===== src/rtl/ea_pkg.sv =====
package ea_pkg;

    localparam int XLEN = 32;

    typedef enum logic [2:0] {
        AM_REG   = 3'd0,
        AM_IND   = 3'd1,
        AM_DISP  = 3'd2,
        AM_AUTO  = 3'd3,
        AM_ABS   = 3'd4,
        AM_IMM   = 3'd5,
        AM_PCREL = 3'd6,
        AM_MIND  = 3'd7
    } am_e;

    typedef enum logic [1:0] {
        IC_ALU  = 2'd0,
        IC_MOVE = 2'd1,
        IC_BIT  = 2'd2,
        IC_FLOW = 2'd3
    } ic_e;

    typedef enum logic {
        ST_IDLE,
        ST_WAIT
    } st_e;

    typedef struct packed {
        logic [XLEN-1:0] value;
        logic            is_addr;
        logic            wb_en;
        logic [XLEN-1:0] wb_val;
    } calc_t;

    // sign-extend a field from the width selected by a 2-bit code (8/16/24/32)
    function automatic logic [XLEN-1:0] sext_field(logic [XLEN-1:0] f, logic [1:0] w);
        case (w)
            2'd0:    return {{(XLEN-8){f[7]}},   f[7:0]};
            2'd1:    return {{(XLEN-16){f[15]}}, f[15:0]};
            2'd2:    return {{(XLEN-24){f[23]}}, f[23:0]};
            default: return f;
        endcase
    endfunction

    // keep the low bits selected by a 2-bit width code, clear the rest
    function automatic logic [XLEN-1:0] zext_field(logic [XLEN-1:0] f, logic [1:0] w);
        case (w)
            2'd0:    return {{(XLEN-8){1'b0}},  f[7:0]};
            2'd1:    return {{(XLEN-16){1'b0}}, f[15:0]};
            2'd2:    return {{(XLEN-24){1'b0}}, f[23:0]};
            default: return f;
        endcase
    endfunction

    // operand size code to byte step / lane mask
    function automatic logic [XLEN-1:0] size_step(logic [1:0] s);
        case (s)
            2'd0:    return XLEN'(1);
            2'd1:    return XLEN'(2);
            default: return XLEN'(4);
        endcase
    endfunction

    function automatic logic [XLEN-1:0] size_lane(logic [XLEN-1:0] v, logic [1:0] s);
        case (s)
            2'd0:    return {{(XLEN-8){1'b0}},  v[7:0]};
            2'd1:    return {{(XLEN-16){1'b0}}, v[15:0]};
            default: return v;
        endcase
    endfunction

endpackage


===== src/rtl/ea_legal.sv =====
module ea_legal
    import ea_pkg::*;
(
    input  am_e        mode,
    input  ic_e        iclass,
    input  logic [1:0] fwidth,
    output logic       ok
);
    logic class_ok;
    logic width_ok;

    always_comb begin
        case (iclass)
            IC_ALU:  class_ok = (mode == AM_REG) || (mode == AM_IMM);
            IC_MOVE: class_ok = (mode != AM_PCREL) && (mode != AM_MIND);
            IC_BIT:  class_ok = (mode == AM_REG) || (mode == AM_IND) || (mode == AM_ABS);
            default: class_ok = (mode == AM_IND) || (mode == AM_ABS) ||
                                (mode == AM_PCREL) || (mode == AM_MIND);
        endcase
        case (mode)
            AM_DISP:  width_ok = fwidth[0];
            AM_IMM:   width_ok = (fwidth != 2'd2);
            AM_PCREL: width_ok = !fwidth[1];
            AM_MIND:  width_ok = (fwidth == 2'd0);
            default:  width_ok = 1'b1;
        endcase
        ok = class_ok && width_ok;
    end
endmodule


===== src/rtl/ea_calc.sv =====
module ea_calc
    import ea_pkg::*;
#(
    parameter int PROG_BITS = 24
) (
    input  am_e             mode,
    input  logic            predec,
    input  logic [1:0]      osize,
    input  logic [1:0]      fwidth,
    input  logic [XLEN-1:0] field,
    input  logic [XLEN-1:0] pc,
    input  logic            prog,
    input  logic [XLEN-1:0] rval,
    output calc_t           res
);
    localparam logic [XLEN-1:0] PMASK = {{(XLEN-PROG_BITS){1'b0}}, {PROG_BITS{1'b1}}};

    logic [XLEN-1:0] off;
    logic [XLEN-1:0] step;

    always_comb begin
        off  = sext_field(field, fwidth);
        step = size_step(osize);
        res  = '0;
        case (mode)
            AM_REG:   res.value = size_lane(rval, osize);
            AM_IND:   begin res.value = rval;       res.is_addr = 1'b1; end
            AM_DISP:  begin res.value = rval + off; res.is_addr = 1'b1; end
            AM_AUTO: begin
                res.is_addr = 1'b1;
                res.wb_en   = 1'b1;
                if (predec) begin
                    res.value  = rval - step;
                    res.wb_val = rval - step;
                end else begin
                    res.value  = rval;
                    res.wb_val = rval + step;
                end
            end
            AM_ABS:   begin res.value = off;        res.is_addr = 1'b1; end
            AM_IMM:   res.value = zext_field(field, fwidth);
            AM_PCREL: begin res.value = pc + off;   res.is_addr = 1'b1; end
            default:  begin res.value = {{(XLEN-8){1'b0}}, field[7:0]}; res.is_addr = 1'b1; end
        endcase
        if (res.is_addr && (mode != AM_MIND) && (prog || mode == AM_PCREL))
            res.value = res.value & PMASK;
    end
endmodule


===== src/rtl/ea_unit.sv =====
module ea_unit
    import ea_pkg::*;
#(
    parameter int NREG      = 8,
    parameter int PROG_BITS = 24,
    localparam int RW       = $clog2(NREG)
) (
    input  logic            clk,
    input  logic            rst,
    input  logic            start,
    input  logic [2:0]      mode,
    input  logic            predec,
    input  logic [1:0]      iclass,
    input  logic [1:0]      osize,
    input  logic [1:0]      fwidth,
    input  logic [31:0]     field,
    input  logic [RW-1:0]   reg_sel,
    input  logic [31:0]     pc,
    input  logic            prog,
    input  logic            bit_from_reg,
    input  logic [2:0]      bit_imm,
    input  logic [RW-1:0]   bit_reg,
    output logic [RW-1:0]   rf_raddr,
    input  logic [31:0]     rf_rdata,
    output logic [RW-1:0]   rf_baddr,
    input  logic [2:0]      rf_bdata,
    output logic            rf_we,
    output logic [RW-1:0]   rf_waddr,
    output logic [31:0]     rf_wdata,
    output logic            mem_req,
    output logic [31:0]     mem_addr,
    input  logic            mem_ack,
    input  logic [31:0]     mem_rdata,
    output logic            busy,
    output logic            valid,
    output logic            is_addr,
    output logic            legal,
    output logic [31:0]     result,
    output logic [2:0]      bitno
);
    localparam logic [XLEN-1:0] PMASK = {{(XLEN-PROG_BITS){1'b0}}, {PROG_BITS{1'b1}}};

    am_e   mode_c;
    calc_t calc;
    logic  legal_c;
    st_e   st;

    assign mode_c   = am_e'(mode);
    assign rf_raddr = reg_sel;
    assign rf_baddr = bit_reg;

    ea_legal i_legal (
        .mode   (mode_c),
        .iclass (ic_e'(iclass)),
        .fwidth (fwidth),
        .ok     (legal_c)
    );

    ea_calc #(.PROG_BITS(PROG_BITS)) i_calc (
        .mode   (mode_c),
        .predec (predec),
        .osize  (osize),
        .fwidth (fwidth),
        .field  (field),
        .pc     (pc),
        .prog   (prog),
        .rval   (rf_rdata),
        .res    (calc)
    );

    always_ff @(posedge clk) begin
        if (rst) begin
            st       <= ST_IDLE;
            busy     <= 1'b0;
            valid    <= 1'b0;
            is_addr  <= 1'b0;
            legal    <= 1'b0;
            result   <= '0;
            bitno    <= '0;
            rf_we    <= 1'b0;
            rf_waddr <= '0;
            rf_wdata <= '0;
            mem_req  <= 1'b0;
            mem_addr <= '0;
        end else begin
            valid <= 1'b0;
            rf_we <= 1'b0;
            case (st)
                ST_IDLE: begin
                    if (start) begin
                        legal   <= legal_c;
                        bitno   <= bit_from_reg ? rf_bdata : bit_imm;
                        is_addr <= calc.is_addr;
                        if (mode_c == AM_MIND) begin
                            st       <= ST_WAIT;
                            busy     <= 1'b1;
                            mem_req  <= 1'b1;
                            mem_addr <= calc.value;
                        end else begin
                            valid    <= 1'b1;
                            result   <= calc.value;
                            rf_we    <= calc.wb_en && legal_c;
                            rf_waddr <= reg_sel;
                            rf_wdata <= calc.wb_val;
                        end
                    end
                end
                default: begin
                    if (mem_ack) begin
                        st      <= ST_IDLE;
                        busy    <= 1'b0;
                        mem_req <= 1'b0;
                        valid   <= 1'b1;
                        result  <= mem_rdata & PMASK;
                    end
                end
            endcase
        end
    end
endmodule


===== config.mk =====
export PLATFORM = sky130hd
export DESIGN_NAME = ea_unit
export DESIGN_NICKNAME = d
export VERILOG_FILES = /design/src/rtl/ea_pkg.sv /design/src/rtl/ea_legal.sv /design/src/rtl/ea_calc.sv /design/src/rtl/ea_unit.sv
export SDC_FILE = /design/constraint.sdc
export NUM_CORES = 1
export LEC_CHECK = 0
export BUFFER_PORTS_ARGS = -buffer_cell sky130_fd_sc_hd__buf_2
export CORE_ASPECT_RATIO = 0.9
export CORE_UTILIZATION = 49
export CTS_CLUSTER_DIAMETER = 80
export DETAILED_ROUTE_END_ITERATION = 10
export GPL_TIMING_DRIVEN = 0
export PLACE_DENSITY = 0.78
export RECOVER_POWER = 100
export SLEW_MARGIN = 20
export SYNTH_ARGS = -nofsm -noshare
export SYNTH_HDL_FRONTEND = slang
export SYNTH_HIERARCHICAL = 1
export SYNTH_SLANG_ARGS = --single-unit

===== constraint.sdc =====
create_clock -name clk -period 4.3 [get_ports clk]
set_input_delay 0.86 -clock clk [delete_from_list [all_inputs] [get_ports clk]]
set_output_delay 0.86 -clock clk [all_outputs]
set_load 0.1 [all_outputs]

After elaboration in Yosys (flattened, before gate mapping):

Index checks and enable logic that the tools add are counted.

* flip-flop bits (word level): 108
* latch bits: 0
* memory bits (writable): 0
* bits in read-only memories: 0
* input port bits: 156
* output and inout bits: 114
* logic and storage cells: 90
* memories kept: 0

* add/subtract/negate cells: 4
* multipliers: 0
* div/mod/pow operators: 0
* order comparisons: 0
* equal/unequal tests: 17
* shifts and indexed selects: 0
* mux-type cells: 29
* bitwise logic cells: 3
* reduce and logical (&&, ||, !) cells: 26

Operator list (count)
* 2-to-1 mux 32 bit: 7
* case mux 32 bit (7 select lines): 1
* case mux 32 bit (3 select lines): 2
* adder 32 bit: 2
* case mux 32 bit (2 select lines): 1
* 2-to-1 mux 33 bit: 1
* adder 32 x 3 -> 32 bit: 1
* subtractor 32 x 3 -> 32 bit: 1
* 2-to-1 mux 1 bit: 13
* equality test 3 bit (second input constant): 4
* AND reduction 3 bit: 4
* logical OR 1 bit: 7
* equality test 2 x 1 -> 1 bit (second input constant): 3
* equality test 3 x 2 -> 1 bit (second input constant): 2
* zero test 2 bit: 3
* != test 2 bit (second input constant): 3
* != test 3 bit (second input constant): 2
* case mux 3 bit (2 select lines): 1
* logical AND 1 bit: 5
* equality test 2 bit (second input constant): 2
* case mux 1 bit (4 select lines): 1
* nonzero test 2 bit: 2
* OR reduction 4 bit: 1
* equality test 3 x 1 -> 1 bit (second input constant): 1
* 7 further kinds: 9

Depth between registers and ports, before layout:

* depth after elaboration: 9
* gate-level depth with buffers: 17
* depth with buffers taken out: 16

By module:

The synthesis kept the hierarchy.

By module, submodules not included
* ea_calc: instances 1, cells an instance 761, area each 4976.0 µm², sequential area each 0.0 µm²
* ea_unit: instances 1, cells an instance 527, area each 4787.1 µm², sequential area each 2162.1 µm²
* ea_legal: instances 1, cells an instance 15, area each 86.3 µm², sequential area each 0.0 µm²

Least setup slack after synthesis:

OpenSTA, ideal clock, no wires.

* path type: input-to-reg
* start: input port mode[0]
* end: register result[23]
* setup time: 145 ps
* data arrival time: 4390 ps
* data required time: 4155 ps
* setup slack: -234 ps
* cell stages on the path: 15
* buffers on the path: 1
* cells stage by stage: and2b_2 nand2_1 buf_1 mux2_2 ha_1 a2111oi_0 o21ai_0 a211o_1 a2111oi_0 o21bai_1 xnor2_1 o21ai_0 mux2_2 nor3_2 a211oi_2

RTL lines
* start, declared: line ea_unit.sv:11 `input logic [2:0] mode,`
* end signal, assigned: line ea_unit.sv:101 `result <= calc.value;`
* end signal, assigned: line ea_unit.sv:114 `result <= mem_rdata & PMASK;`
* end, declared: line ea_unit.sv:38 `output logic [31:0] result,`

==> results.tsv <==
metric	value	unit
switching_power	1439	µW
pre_cts_ws	-1.613	ns
setup.worst_path.start_class	primary input	
track_usage	0.3504	
slew_violations	0	
core	19460	µm²
grt_pass1_vias	9921	
worst_slack	0.002403	ns
num_vias	11160	
h-tree-depth	3	
syn_area	9849	µm²
power_density	294.8	nW/µm²
leakagePower	0.004495	µW
viasPerCell	6.157	
r2r-start	st	
max_freq	232.7	MHz
tightest_slew	1.251	ns
drtAntennaViolNets	0	
r2r-end	result[24]	
crit_buf_inv	2	
yosysWarnings	6	
r2r_slack	2.74	ns
fin_crit	4.298	ns
area_growth	20.33	%
internal-power	2055	µW
place_area	11350	µm²
syn_nets	1499	
run_status	complete, but fails checks	
worst_ep_required_time	4.51	ns
hold_path_end	rf_wdata[22]	
dieArea	20670	µm²
path_class	primary input to flip-flop	
cts_buffers	9	
yosysUniqueCellTypes	88	
drt_iter0_markers	1155	
routedWlPerCell	20.53	µm
hold_viol	0	
cp_max_fo	10	
min_from	rf_wdata[22]	
postCtsHoldBufs	0	
finish.utilization	0.6091	
violations	design-rule violations	
layout.nets	1752	
ys_seq_area_frac	0.2195	
clock_skew	0.008048	ns
fp.dieW	151.4	µm
ys_seq_elements	108	
min_path_type	flip-flop to flip-flop	
rsz0062_at_grt	true	
cp.arrival	4.51	ns
avgSynthCellArea	7.559	µm²
initial_core_util	0.5062	
multi_input_comb_area	7059	µm²
final.period_utilization	0.9994	
grt_pass1_wl	55170	µm
totalWireLength	37230	µm
ff_latch_area	2162	µm²
root_buffer	clkbuf_16	
clockBufferDepth	2	
ios	270	
setup_viol	0	
dr.pass1.iters	9	
peakVddDrop	0.2544	mV
clockPowerShare	0.258	
worst_path_most_repeated_cell	a211oi_2	
fillers	1882	
fin_area	11850	µm²
rows	48	
setup_tns	0	ns
comb_power_share	0.438	
clock_latency	0.35	ns
gp_congestion	0.9892	
synth_edf_count	0	
path_cells	buf_2 > and2b_1 > nand2_8 > buf_12 > mux2_1 > ha_4 > a211oi_2 > o21ai_2 > a211o_4 > a211oi_4 > nor3_1 > a31oi_1 > o21ai_0 > mux2_2 > nor3_2 > a211oi_2	
dominantRegCellSynth	dfxtp_1	
power_frac_seq	0.305	
max_stage_delay	0.42	ns
synth_cells	1303	
hold_depth	2	
slew_headroom	0.1694	
reg2regPathDepth	5	
end_kind	flip-flop	
grt_max_degree	17	
dp.final_hpwl	29190	µm
die_h	136.5	µm
synthArstFlopShare	0	
switching_share	0.4119	
overflow	0	
cp_slowest_cell	a211o_4	
antenna_found_initial	0	
port-buffer-count	236	
clkTransAtPathRegs	0.07	ns
drv_cap	0	
cpLargestDelayFamily	compound AO/OA/AOI/OAI gates	
layout-drive-gt1-share	0.2314	
cts_tree	yes	
cts.sinks	108	
route.detailed.drc	4	
==> placed cells by master, fill, tap and decap left out, types with 6 or more instances in the layout <==
cell type and n:
mux2i_1 10, o21ai_0 125, o21ai_1 7, a211oi_2 21, clkbuf_1 175, nand3_1 82, nor4_1 6, nor2_1 82
nor3_1 26, dfxtp_1 108, and3_1 10, nand2_1 103, or2_2 9, o21bai_1 6, o22ai_1 10, clkbuf_16 10
a21o_1 15, ha_1 29, xnor2_1 31, o211ai_1 16, inv_1 21, nand2b_1 15, clkbuf_2 6, a31oi_1 11
buf_4 29, xor2_1 33, buf_6 7, nor2b_1 7, clkbuf_8 9, mux2_2 54, a211oi_1 15, nand4_1 12
a21oi_1 177, nor3_2 16, buf_2 135
==> registers in the layout (all words and copies together) (netlist names), 3 cells and up <==
signal and cells:
rf_waddr 3, mem_addr 32, result 32, bitno 3, rf_wdata 32
==> tightest hold or removal path, delay by kind of cell, from the launching register on <==
kind           cells  cell delay, ns
flip-flops         1            0.30
AO/OA/AOI/OAI      2            0.12
==> cell families (layout without fill, tap and decap cells) <==
logic type	Yosys count	in the layout	synth area share
adders and majority gates	40	40	0.05310
muxes	67	67	0.07647
DFF	108	108	0.2195
xor gates and xnor gates	64	64	0.05691
AOI/OAI and AO/OA	466	466	0.2884
buffers and inverters	148	405	0.08740
and+or+nand+nor	410	410	0.2182
other	0	3	0
==> how the worst max path moves through the flow <==
stage / startpoint / endpoint / slack, ns / depth (start not counted)
2_1_floorplan: mode[0] / result[23] / 0.005 / 15
3_3_place_gp: mode[0] / result[20] / -1.61 / 16
3_5_place_dp: mode[0] / result[20] / -1.61 / 15
4_1_cts: mode[0] / result[14] / 0.01 / 17
5_1_grt: osize[1] / result[26] / -0.03 / 14
6_report: mode[1] / result[17] / 0.002 / 16
==> synth_stat cells, types with 12 or more instances <==
master / instances / area share
a21oi_1: 182 / 0.092
o21ai_0: 134 / 0.068
dfxtp_1: 108 / 0.22
nand2_1: 104 / 0.040
nand3_1: 82 / 0.042
nor2_1: 82 / 0.031
clkbuf_1: 56 / 0.021
mux2_2: 56 / 0.064
ha_1: 37 / 0.047
xor2_1: 33 / 0.029
xnor2_1: 31 / 0.028
nor3_1: 23 / 0.012
inv_1: 21 / 0.0080
buf_4: 20 / 0.015
a211oi_2: 19 / 0.024
nor3_2: 19 / 0.019
a211oi_1: 18 / 0.014
buf_2: 16 / 0.0081
o211ai_1: 16 / 0.012
a21o_1: 15 / 0.011
nand2b_1: 15 / 0.0095
nand4_1: 12 / 0.0076
==> repair_timing <==
| action | CTS | global route |
|---|---|---|
| pin swaps | 6 | 13 |
| gates cloned | 0 | 0 |
| resized for setup | 46 | 28 |
| setup buffers | 3 | 7 |
| setup endpoints to repair | 50 | 24 |
==> layer usage <==
metal | wire length, µm | part of all wire | global-route usage
met4 | 1153 | 0.031 | 0.1206
met5 | 0 | 0 | 0
met3 | 3683 | 0.099 | 0.06733
met1 | 15930 | 0.43 | 0.4788
met2 | 16460 | 0.44 | 0.5469
==> area by class of cell <==
cell class / instances / area share
diodes: 3 / 0.0006334
inverters: 22 / 0.006968
clock buffers: 11 / 0.02048
flip-flops and latches: 108 / 0.1824
multi-input cells: 1047 / 0.5956
repair buffers: 246 / 0.09417
plain buffers: 122 / 0.06704
well taps: 250 / 0.02639
clock inverters: 4 / 0.006229
==> through the flow <==
stage,power (µW),hold slack (ns),std cells
6_report,3494,0.4743,1813
4_1_cts,3439,0.4738,1804
5_1_grt,3628,0.4948,1810
3_3_place_gp,2506,0.4424,1789
2_1_floorplan,2159,0.7099,1303
3_5_place_dp,2515,0.4638,1789
==> power groups by stage <==
stage | clock network [µW] | registers, µW | logic, µW
2_1_floorplan | 0 | 1380 | 778
4_1_cts | 893 | 1060 | 1480
5_1_grt | 940 | 1070 | 1620
3_5_place_dp | 0 | 1080 | 1430
3_3_place_gp | 0 | 1080 | 1420
6_report | 900 | 1060 | 1530
No activity file was read; power rests on OpenSTA's default activity.
